**src/rtl/segwin_pkg.sv**
```systemverilog
package segwin_pkg;

  localparam int CFG_AW   = 8;
  localparam int CFG_DW   = 8;
  localparam int NUM_SEL  = 3;

  localparam logic [CFG_AW-1:0] OFF_CTL  = 8'h00;
  localparam logic [CFG_AW-1:0] OFF_ALT  = 8'h80;
  localparam logic [CFG_AW-1:0] OFF_SEL0 = 8'h2E;
  localparam logic [CFG_AW-1:0] OFF_SEG  = 8'h34;

  localparam int CTL_RST_BIT  = 7;
  localparam int CTL_IRQ_BIT  = 2;
  localparam int CTL_FUNC_BIT = 0;
  localparam logic [CFG_DW-1:0] CTL_RESET_VAL = 8'h80;

  // offset of select byte i, spaced two bytes apart
  function automatic logic [CFG_AW-1:0] sel_offset(input int i);
    return OFF_SEL0 + CFG_AW'(2 * i);
  endfunction

  // bits each select byte actually stores
  function automatic logic [CFG_DW-1:0] sel_mask(input int i);
    return (i == 0) ? 8'h0F : 8'hFF;
  endfunction

  typedef enum logic [1:0] {
    TX_IDLE  = 2'd0,
    TX_ISSUE = 2'd1,
    TX_WAIT  = 2'd2,
    TX_RESP  = 2'd3
  } txn_state_e;

  typedef struct packed {
    logic [7:0] hi;
    logic [7:0] mid;
    logic [3:0] lo;
    logic       seg;
  } win_base_t;

endpackage

```
**src/rtl/segwin_cfg_regs.sv**
```systemverilog
module segwin_cfg_regs
  import segwin_pkg::*;
(
  input  logic              clk,
  input  logic              rst_n,
  input  logic              cfg_wr,
  input  logic [CFG_AW-1:0] cfg_addr,
  input  logic [CFG_DW-1:0] cfg_wdata,
  output logic [CFG_DW-1:0] cfg_rdata,
  output logic [CFG_DW-1:0] ctl_q,
  output logic [CFG_DW-1:0] alt_q,
  output win_base_t         base
);

  logic [CFG_DW-1:0] sel_q [NUM_SEL];
  logic              seg_q;

  always_ff @(posedge clk or negedge rst_n) begin
    if (!rst_n) begin
      ctl_q <= CTL_RESET_VAL;
      alt_q <= CTL_RESET_VAL;
      seg_q <= 1'b0;
    end else if (cfg_wr) begin
      if (cfg_addr == OFF_CTL) ctl_q <= cfg_wdata;
      if (cfg_addr == OFF_ALT) alt_q <= cfg_wdata;
      if (cfg_addr == OFF_SEG) seg_q <= cfg_wdata[0];
    end
  end

  for (genvar i = 0; i < NUM_SEL; i++) begin : g_sel
    localparam logic [CFG_AW-1:0] MY_OFF  = sel_offset(i);
    localparam logic [CFG_DW-1:0] MY_MASK = sel_mask(i);
    always_ff @(posedge clk or negedge rst_n) begin
      if (!rst_n)
        sel_q[i] <= '0;
      else if (cfg_wr && cfg_addr == MY_OFF)
        sel_q[i] <= cfg_wdata & MY_MASK;
    end
  end

  always_comb begin
    cfg_rdata = '0;
    if (cfg_addr == OFF_CTL) cfg_rdata = ctl_q;
    if (cfg_addr == OFF_ALT) cfg_rdata = alt_q;
    if (cfg_addr == OFF_SEG) cfg_rdata = {{(CFG_DW-1){1'b0}}, seg_q};
    for (int i = 0; i < NUM_SEL; i++) begin
      if (cfg_addr == sel_offset(i)) cfg_rdata = sel_q[i];
    end
  end

  assign base.hi  = sel_q[2];
  assign base.mid = sel_q[1];
  assign base.lo  = sel_q[0][3:0];
  assign base.seg = seg_q;

endmodule

```
**src/rtl/segwin_xlate.sv**
```systemverilog
module segwin_xlate
  import segwin_pkg::*;
#(
  parameter int HOST_OFF_W = 12,
  parameter int WIN_W      = 11,
  parameter int BP_AW      = 32
) (
  input  win_base_t             base,
  input  logic [HOST_OFF_W-1:0] off,
  output logic [BP_AW-1:0]      bp_addr,
  output logic                  in_window
);

  localparam int BASE_W = $bits(win_base_t);
  localparam int HI_W   = HOST_OFF_W - WIN_W;

  assign in_window = (off[HOST_OFF_W-1:WIN_W] == {HI_W{1'b0}});
  assign bp_addr   = BP_AW'({base, off[WIN_W-1:0]});

  initial begin
    if (BASE_W + WIN_W != BP_AW)
      $display("segwin_xlate: base and window widths do not fill the address");
  end

endmodule

```
**src/rtl/segwin_txn_fsm.sv**
```systemverilog
module segwin_txn_fsm
  import segwin_pkg::*;
#(
  parameter int DATA_W = 32,
  parameter int BP_AW  = 32
) (
  input  logic              clk,
  input  logic              rst_n,
  input  logic              host_req_valid,
  output logic              host_req_ready,
  input  logic              host_req_write,
  input  logic [DATA_W-1:0] host_req_wdata,
  input  logic              in_window,
  input  logic [BP_AW-1:0]  xl_addr,
  output logic              host_rsp_valid,
  input  logic              host_rsp_ready,
  output logic [DATA_W-1:0] host_rsp_rdata,
  output logic              bp_req_valid,
  input  logic              bp_req_ready,
  output logic              bp_req_write,
  output logic [BP_AW-1:0]  bp_req_addr,
  output logic [DATA_W-1:0] bp_req_wdata,
  input  logic              bp_rsp_valid,
  input  logic [DATA_W-1:0] bp_rsp_rdata
);

  txn_state_e        state_q;
  logic              write_q;
  logic [BP_AW-1:0]  addr_q;
  logic [DATA_W-1:0] wdata_q;
  logic [DATA_W-1:0] rdata_q;

  always_ff @(posedge clk or negedge rst_n) begin
    if (!rst_n) begin
      state_q <= TX_IDLE;
      write_q <= 1'b0;
      addr_q  <= '0;
      wdata_q <= '0;
      rdata_q <= '0;
    end else begin
      unique case (state_q)
        TX_IDLE: begin
          if (host_req_valid) begin
            write_q <= host_req_write;
            addr_q  <= xl_addr;
            wdata_q <= host_req_wdata;
            if (in_window) begin
              state_q <= TX_ISSUE;
            end else begin
              rdata_q <= '0;
              state_q <= TX_RESP;
            end
          end
        end
        TX_ISSUE: begin
          if (bp_req_ready) state_q <= TX_WAIT;
        end
        TX_WAIT: begin
          if (bp_rsp_valid) begin
            rdata_q <= write_q ? '0 : bp_rsp_rdata;
            state_q <= TX_RESP;
          end
        end
        TX_RESP: begin
          if (host_rsp_ready) state_q <= TX_IDLE;
        end
        default: state_q <= TX_IDLE;
      endcase
    end
  end

  assign host_req_ready = (state_q == TX_IDLE);
  assign bp_req_valid   = (state_q == TX_ISSUE);
  assign host_rsp_valid = (state_q == TX_RESP);
  assign bp_req_write   = write_q;
  assign bp_req_addr    = addr_q;
  assign bp_req_wdata   = wdata_q;
  assign host_rsp_rdata = rdata_q;

endmodule

```
**src/rtl/segwin_ctl_out.sv**
```systemverilog
module segwin_ctl_out
  import segwin_pkg::*;
(
  input  logic [CFG_DW-1:0] ctl_q,
  input  logic [CFG_DW-1:0] alt_q,
  input  logic              sel_alt,
  input  logic              core_irq_in,
  output logic              core_reset,
  output logic              core_irq_en,
  output logic              core_func_en,
  output logic              host_irq
);

  logic [CFG_DW-1:0] active;

  assign active       = sel_alt ? alt_q : ctl_q;
  assign core_reset   = active[CTL_RST_BIT];
  assign core_irq_en  = active[CTL_IRQ_BIT];
  assign core_func_en = active[CTL_FUNC_BIT];
  assign host_irq     = core_irq_in & core_irq_en & core_func_en;

endmodule

```
**src/rtl/seg_core_window.sv**
```systemverilog
module seg_core_window
  import segwin_pkg::*;
#(
  parameter int DATA_W     = 32,
  parameter int HOST_OFF_W = 12,
  parameter int WIN_W      = 11,
  parameter int BP_AW      = 32
) (
  input  logic                  clk,
  input  logic                  rst_n,
  input  logic                  cfg_wr,
  input  logic [7:0]            cfg_addr,
  input  logic [7:0]            cfg_wdata,
  output logic [7:0]            cfg_rdata,
  input  logic                  sel_alt_ctl,
  input  logic                  host_req_valid,
  output logic                  host_req_ready,
  input  logic                  host_req_write,
  input  logic [HOST_OFF_W-1:0] host_req_off,
  input  logic [DATA_W-1:0]     host_req_wdata,
  output logic                  host_rsp_valid,
  input  logic                  host_rsp_ready,
  output logic [DATA_W-1:0]     host_rsp_rdata,
  output logic                  bp_req_valid,
  input  logic                  bp_req_ready,
  output logic                  bp_req_write,
  output logic [BP_AW-1:0]      bp_req_addr,
  output logic [DATA_W-1:0]     bp_req_wdata,
  input  logic                  bp_rsp_valid,
  input  logic [DATA_W-1:0]     bp_rsp_rdata,
  input  logic                  core_irq_in,
  output logic                  host_irq,
  output logic                  core_reset,
  output logic                  core_irq_en,
  output logic                  core_func_en
);

  logic [CFG_DW-1:0] ctl_q;
  logic [CFG_DW-1:0] alt_q;
  win_base_t         base;
  logic [BP_AW-1:0]  xl_addr;
  logic              in_window;

  segwin_cfg_regs u_regs (
    .clk       (clk),
    .rst_n     (rst_n),
    .cfg_wr    (cfg_wr),
    .cfg_addr  (cfg_addr),
    .cfg_wdata (cfg_wdata),
    .cfg_rdata (cfg_rdata),
    .ctl_q     (ctl_q),
    .alt_q     (alt_q),
    .base      (base)
  );

  segwin_xlate #(
    .HOST_OFF_W (HOST_OFF_W),
    .WIN_W      (WIN_W),
    .BP_AW      (BP_AW)
  ) u_xlate (
    .base      (base),
    .off       (host_req_off),
    .bp_addr   (xl_addr),
    .in_window (in_window)
  );

  segwin_txn_fsm #(
    .DATA_W (DATA_W),
    .BP_AW  (BP_AW)
  ) u_fsm (
    .clk            (clk),
    .rst_n          (rst_n),
    .host_req_valid (host_req_valid),
    .host_req_ready (host_req_ready),
    .host_req_write (host_req_write),
    .host_req_wdata (host_req_wdata),
    .in_window      (in_window),
    .xl_addr        (xl_addr),
    .host_rsp_valid (host_rsp_valid),
    .host_rsp_ready (host_rsp_ready),
    .host_rsp_rdata (host_rsp_rdata),
    .bp_req_valid   (bp_req_valid),
    .bp_req_ready   (bp_req_ready),
    .bp_req_write   (bp_req_write),
    .bp_req_addr    (bp_req_addr),
    .bp_req_wdata   (bp_req_wdata),
    .bp_rsp_valid   (bp_rsp_valid),
    .bp_rsp_rdata   (bp_rsp_rdata)
  );

  segwin_ctl_out u_ctl (
    .ctl_q        (ctl_q),
    .alt_q        (alt_q),
    .sel_alt      (sel_alt_ctl),
    .core_irq_in  (core_irq_in),
    .core_reset   (core_reset),
    .core_irq_en  (core_irq_en),
    .core_func_en (core_func_en),
    .host_irq     (host_irq)
  );

endmodule

```
**config.mk**
```make
export PLATFORM = sky130hd
export DESIGN_NAME = seg_core_window
export DESIGN_NICKNAME = d
export VERILOG_FILES = /design/src/rtl/segwin_pkg.sv /design/src/rtl/segwin_cfg_regs.sv /design/src/rtl/segwin_xlate.sv /design/src/rtl/segwin_txn_fsm.sv /design/src/rtl/segwin_ctl_out.sv /design/src/rtl/seg_core_window.sv
export SDC_FILE = /design/constraint.sdc
export NUM_CORES = 1
export LEC_CHECK = 0
export BUFFER_PORTS_ARGS = -buffer_cell sky130_fd_sc_hd__buf_2
export CORE_ASPECT_RATIO = 0.8
export CORE_MARGIN = 2
export CORE_UTILIZATION = 40
export CTS_BUF_LIST = sky130_fd_sc_hd__clkbuf_16
export CTS_CLUSTER_DIAMETER = 60
export DETAILED_ROUTE_END_ITERATION = 8
export PLACE_DENSITY_LB_ADDON = 0.2
export SLEW_MARGIN = 15
export SYNTH_ARGS = -nofsm -noshare
export SYNTH_HDL_FRONTEND = slang
export SYNTH_SLANG_ARGS = --single-unit
```
**constraint.sdc**
```tcl
create_clock -name clk -period 2 [get_ports clk]
set_input_delay 0.4 -clock clk [delete_from_list [all_inputs] [get_ports clk]]
set_output_delay 0.4 -clock clk [all_outputs]
set_load 0.05 [all_outputs]
```
; Word level (Yosys, flattened, before mapping)
; Index checks and enable logic that the tools add are counted.
[op_classes]
n_mux = 18
bitwise_logic = 2
n_reduce_logical = 12
eq_ne = 13
[ops]
columns = op, count
row1 = $mux W32, 4
row2 = $pmux W32 S2, 1
row3 = $mux W8, 7
row4 = $eq A8 B6 Y1 const B, 4
row5 = $mux W2, 5
row6 = $eq A8 B8 Y1 const B, 1
row7 = $logic_not A8 Y1, 1
row8 = $pmux W2 S4, 1
row9 = $reduce_and A2 Y1, 4
row10 = $reduce_and A4 Y1, 2
row11 = $ne A2 B1 Y1 const B, 3
row12 = $eq A2 B2 Y1 const B, 2
row13 = $ne A2 B2 Y1 const B, 2
row14 = $logic_and A1 B1 Y1, 3
row15 = $and A1 B1 Y1, 2
row16 = $eq A2 B1 Y1 const B, 1
row17 = $logic_not A2 Y1, 1
row18 = $reduce_bool A2 Y1, 1
[totals]
output_inout_bits = 112
ff_bits = 136
in_bits = 102
wordCells = 56

; Logic depth before layout (Yosys ltp)
[logic_depth]
word_depth = 7
mapped_depth = 8
mapped_depth_nobuf = 6

; Hierarchy
; A second synthesis with hierarchy kept.
[unflattened]
hier_cells = 476
area_unflattened_um2 = 6149.6
[by_module_without_submodules]
columns = module, area_per_inst_um2, cells_each, seq_area_each_um2, n_inst
row1 = segwin_txn_fsm, 4051.4, 294, 2477.4, 1
row2 = segwin_cfg_regs, 1801.7, 141, 928.4, 1
row3 = segwin_xlate, 244.0, 33, 0.0, 1
row4 = segwin_ctl_out, 52.6, 8, 0.0, 1

; Worst setup path after synthesis
; OpenSTA, ideal clock, no wires.
[synth_timing]
path_type = input to output
from = input cfg_addr[7]
to = output cfg_rdata[0]
t_arrival_ns = 2.134
path_slack_ns = -0.534
required_time_ns = 1.600
path_buffers = 0
stages = 4
path_cell_list = or3b_1 > nor2_4 > nand2_1 > o21ai_0
[synth_via]
elab_chain_cells = 7
word_cells_on_any_way = 12
classes_between = eq/ne (5) / mux (6) / reduce/logical (1)
[synth_rtl]
columns = item, line
row1 = "start, declared", seg_core_window.sv:12  ; input logic [7:0] cfg_addr,
row2 = $logic_not A8 Y1, segwin_cfg_regs.sv:43  ; if (cfg_addr == OFF_CTL) cfg_rdata = ctl_q;
row3 = $mux W8, segwin_cfg_regs.sv:43
row4 = $mux W8, segwin_cfg_regs.sv:44  ; if (cfg_addr == OFF_ALT) cfg_rdata = alt_q;
row5 = $mux W8, segwin_cfg_regs.sv:45  ; if (cfg_addr == OFF_SEG) cfg_rdata = {{(CFG_DW-1){1'b0}}, seg_q};
row6 = $mux W8 (2 in series), segwin_cfg_regs.sv:47  ; if (cfg_addr == sel_offset(i)) cfg_rdata = sel_q[i];
row7 = $mux W8 (*), segwin_cfg_regs.sv:47
row8 = "end, declared", seg_core_window.sv:14  ; output logic [7:0] cfg_rdata,
; Mark *: on every way between the ends. The rest lies on a longest branch, timed or not.

; Worst setup path in the final report
[layout_timing]
from = input cfg_addr[3]
to = output cfg_rdata[1]
; The elaborated chain is that of the path after synthesis.

==> impl_metrics.csv <==
group,metric,value,unit
clock_tree,cts_buffer_depth,2,
synthesis,synth-seq-cells,136,
routing,dr.first_iter.drc_count,182,
setup_path,critPathTopFamily,"compound AO/OA/AOI/OAI gates",
finish,final_common_cell,"buf_2",
power_and_ir_drop,fin_total_pwr,12.8,mW
timing,setup_violations,2,
routing,drtAntennaViolNets,0,
clock_tree,cts.sinks,136,
timing,rsz0062_at_grt,"true",
placed_design,portBuffers,213,
global_routing,gr-total-overflow,0,
finish,area_delta_synth_final,37.6,%
timing,max_freq,490,MHz
placed_design,gp_congestion,0.905,
setup_path,end_kind,"output pin",
power_and_ir_drop,leakagePower,4.13,nW
routing,drc,0,
finish,final_cell_mix,"buf_2, dfrtp_1, mux2_2",
synthesis,synth_cell_types,44,
finish,insertedDiodeCount,0,
routing,drt-total-wl,14100,um
finish,nets,792,
power_and_ir_drop,switching_share,45.5,%
clock_tree,clk_pin_slew,60,ps
timing,max_slew_margin,69.6,%
clock_tree,tritoncts,"built",
timing,period_share,102,%
power_and_ir_drop,power.switching,5.84,mW
synthesis,seq_area_frac_synth,58.5,%
timing,tightest_slew,456,ps
die,initial_core_util,40.9,%
setup_path,worstPathCellList,"buf_2 -> buf_6 -> and4b_2 -> a21oi_2 -> a21oi_2 -> a221o_1 -> buf_6",
finish,final_core_util,56.3,%
synthesis,syn_nets,555,
job,max_cap_viol_count,0,
power_and_ir_drop,combPwrFrac,46.3,%
timing,final_hold_viol_count,0,
setup_path,cp_slowest_cell,"a221o_1",
setup_path,worstPathRequired,1600,ps
worst_hold_path,min_path_type,"in -> reg",
setup_path,crit_type,"in -> out",
clock_tree,htreeDepth,4,
routing,via_per_inst,4.93,
power_and_ir_drop,clkPwrFrac,22.3,%
die,core_area,14200,um^2
timing,setup_ws,-42.7,ps
setup_path,path_buf_inv,3,
finish,final_layout_size_suffix_gt1_share,57.5,%
power_and_ir_drop,power.internal,7.00,mW
setup_path,cpPeakStageDelay,320,ps
global_routing,grt_pass1_vias,4459,
die,die_w,139,um
outcome,outcome,"finished, violations left",
outcome,violations,"setup timing",
placed_design,hpwlAfterDp,10200,um
power_and_ir_drop,sequentialPowerShare,31.4,%
synthesis,synth_area,5820,um^2
clock_tree,insertion_delay,410,ps
timing,skew,8.97,ps
clock_tree,cts_root_buf,"clkbuf_16",
routing,wire_per_inst,16.0,um
clock_tree,cts_buffers,17,
timing,holdWs,207,ps
global_routing,grt_pass1_wl,23100,um
power_and_ir_drop,p_per_area,1600,nW/um^2
routing,first_pass_iters,4,
synthesis,syn_inst,449,
setup_path,crit_fanout,5,
routing,vias,4353,
synthesis,synth.avg_cell_area,13.0,um^2
timing,maxSlewViolCount,0,
setup_path,startpoint_type,"input pin",
synthesis,yosysWarnings,0,
die,io_pins,214,
setup_path,crit_arrival,1640,ps
die,std_cell_rows,39,
global_routing,grt_util_all_layers,19.0,%
setup_path,r2r_setup_slack,190,ps
die,die_h,112,um
global_routing,antenna_found_initial,0,
global_routing,grt_max_degree,48,
die,die_area,15500,um^2
power_and_ir_drop,ir_worst_vdd,945,uV
timing,period_minus_slack,2040,ps
timing,fin_tns_setup,-45.5,ps
worst reg2reg max path, cell delays in order (launching register included):
cell and delay [ps]:
dfrtp_1 400, inv_1 110, ha_2 300, mux2i_1 140, a221oi_4 300, buf_12 250
nand3_1 110, o21ai_0 100
power groups by stage:
stage	Combinational [mW]	Sequential (mW)	Clock (mW)
after floorplan	1.69	6.83	0
final	5.94	4.02	2.87
after detailed placement	5.95	4.06	0
after CTS	5.97	4.03	2.94
after global placement	5.87	4.02	0
after global routing	6.27	4.14	3.07
logic make-up after synthesis:
| group | after synthesis | synth area share [%] |
|---|---|---|
| AO/OA/AOI/OAI | 59 | 6.08 |
| buffers and inverters | 63 | 4.66 |
| AND/OR/NAND/NOR | 72 | 7.84 |
| flip-flops | 136 | 58.5 |
| adder cells (fa/ha/maj) | 4 | 0.859 |
| multiplexers | 115 | 22.1 |
through the flow:
step | setup WS, ps | cells | cell area, um^2
4_1_cts | -3.97 | 882 | 7990
3_3_place_gp | -164 | 846 | 7300
3_5_place_dp | -217 | 846 | 7300
6_report | -42.7 | 883 | 8020
5_1_grt | -73.7 | 883 | 8020
2_1_floorplan | -58.0 | 449 | 5890
sequential cells by signal (all words and copies together), names as in the netlist, 2 cells and up:
name	cells
u_fsm.host_rsp_rdata	32
u_regs.alt_q	8
u_regs.base	20
u_regs.ctl_q	8
u_fsm.state_q	2
u_fsm.bp_req_addr	32
u_fsm.bp_req_wdata	32
final cells by class:
type | count | area, um^2
multi-input cells | 250 | 2270
clock inverters | 15 | 113
flip-flops and latches | 136 | 3410
fillers | 1260 | 6230
inverters | 39 | 146
clock buffers | 17 | 425
well taps | 184 | 230
repair buffers | 242 | 1420
layer usage:
layer / global-route usage (%) / vias up / part of all wire (%)
li1: - / 2044 / -
met1: 24.2 / 2143 / 43
met2: 30.6 / 143 / 49
met3: 6.11 / 23 / 6.9
met4: 7.54 / 0 / 1.9
met5: 0 / - / 0
what timing repair did:
action / in CTS / in global routing
pin swaps: 12 / 2
endpoints found under the setup margin: 8 / 20
hold buffers: 1 / 0
hold endpoints to repair: 36 / 0
gates resized for setup: 40 / 5
buffers inserted: 3 / 1
synthesized netlist by cell type (all sizes together):
cell type  instances  area (um^2)
o22ai              1         6.26
and2b              1         8.76
nor3               1         5.00
nor4b              2         32.5
dfstp              2         52.6
a2bb2oi            4         35.0
nor2b              2         12.5
buf               15         88.8
and3               3         21.3
mux2             108         1220
dfrtp            134         3350
a221o              2         20.0
or3b               1         8.76
ha                 4         50.1
a21oi              6         30.0
and2               2         12.5
mux2i              7         70.1
nand3b             3         35.0
nand4              2         18.8
nor3b              1         7.51
clkbuf             9         36.3
o21ai             42          210
inv               39          146
a32oi              1         8.76
nor4               1         12.5
a221oi             2         35.0
nor2               5         26.3
nand2             11         41.3
or2b               2         15.0
nand3             34          188
o22a               1         8.76
and4b              1         11.3
worst paths after layout:
kind | end | from | depth (start not counted)
max in group asynchronous | u_fsm.host_rsp_rdata[20] | rst_n | 3
worst min register to register | u_fsm.bp_req_addr[16] | u_fsm.bp_req_addr[16] | 2
worst min-delay path | u_fsm.host_rsp_rdata[13] | bp_rsp_rdata[13] | 3
min in group asynchronous | u_fsm.host_rsp_rdata[5] | rst_n | 2
worst max-delay path | cfg_rdata[1] | cfg_addr[3] | 7
worst max register to register | u_fsm.host_rsp_rdata[1] | u_fsm.state_q[1] | 7
Power figures use the tool's default switching activity.
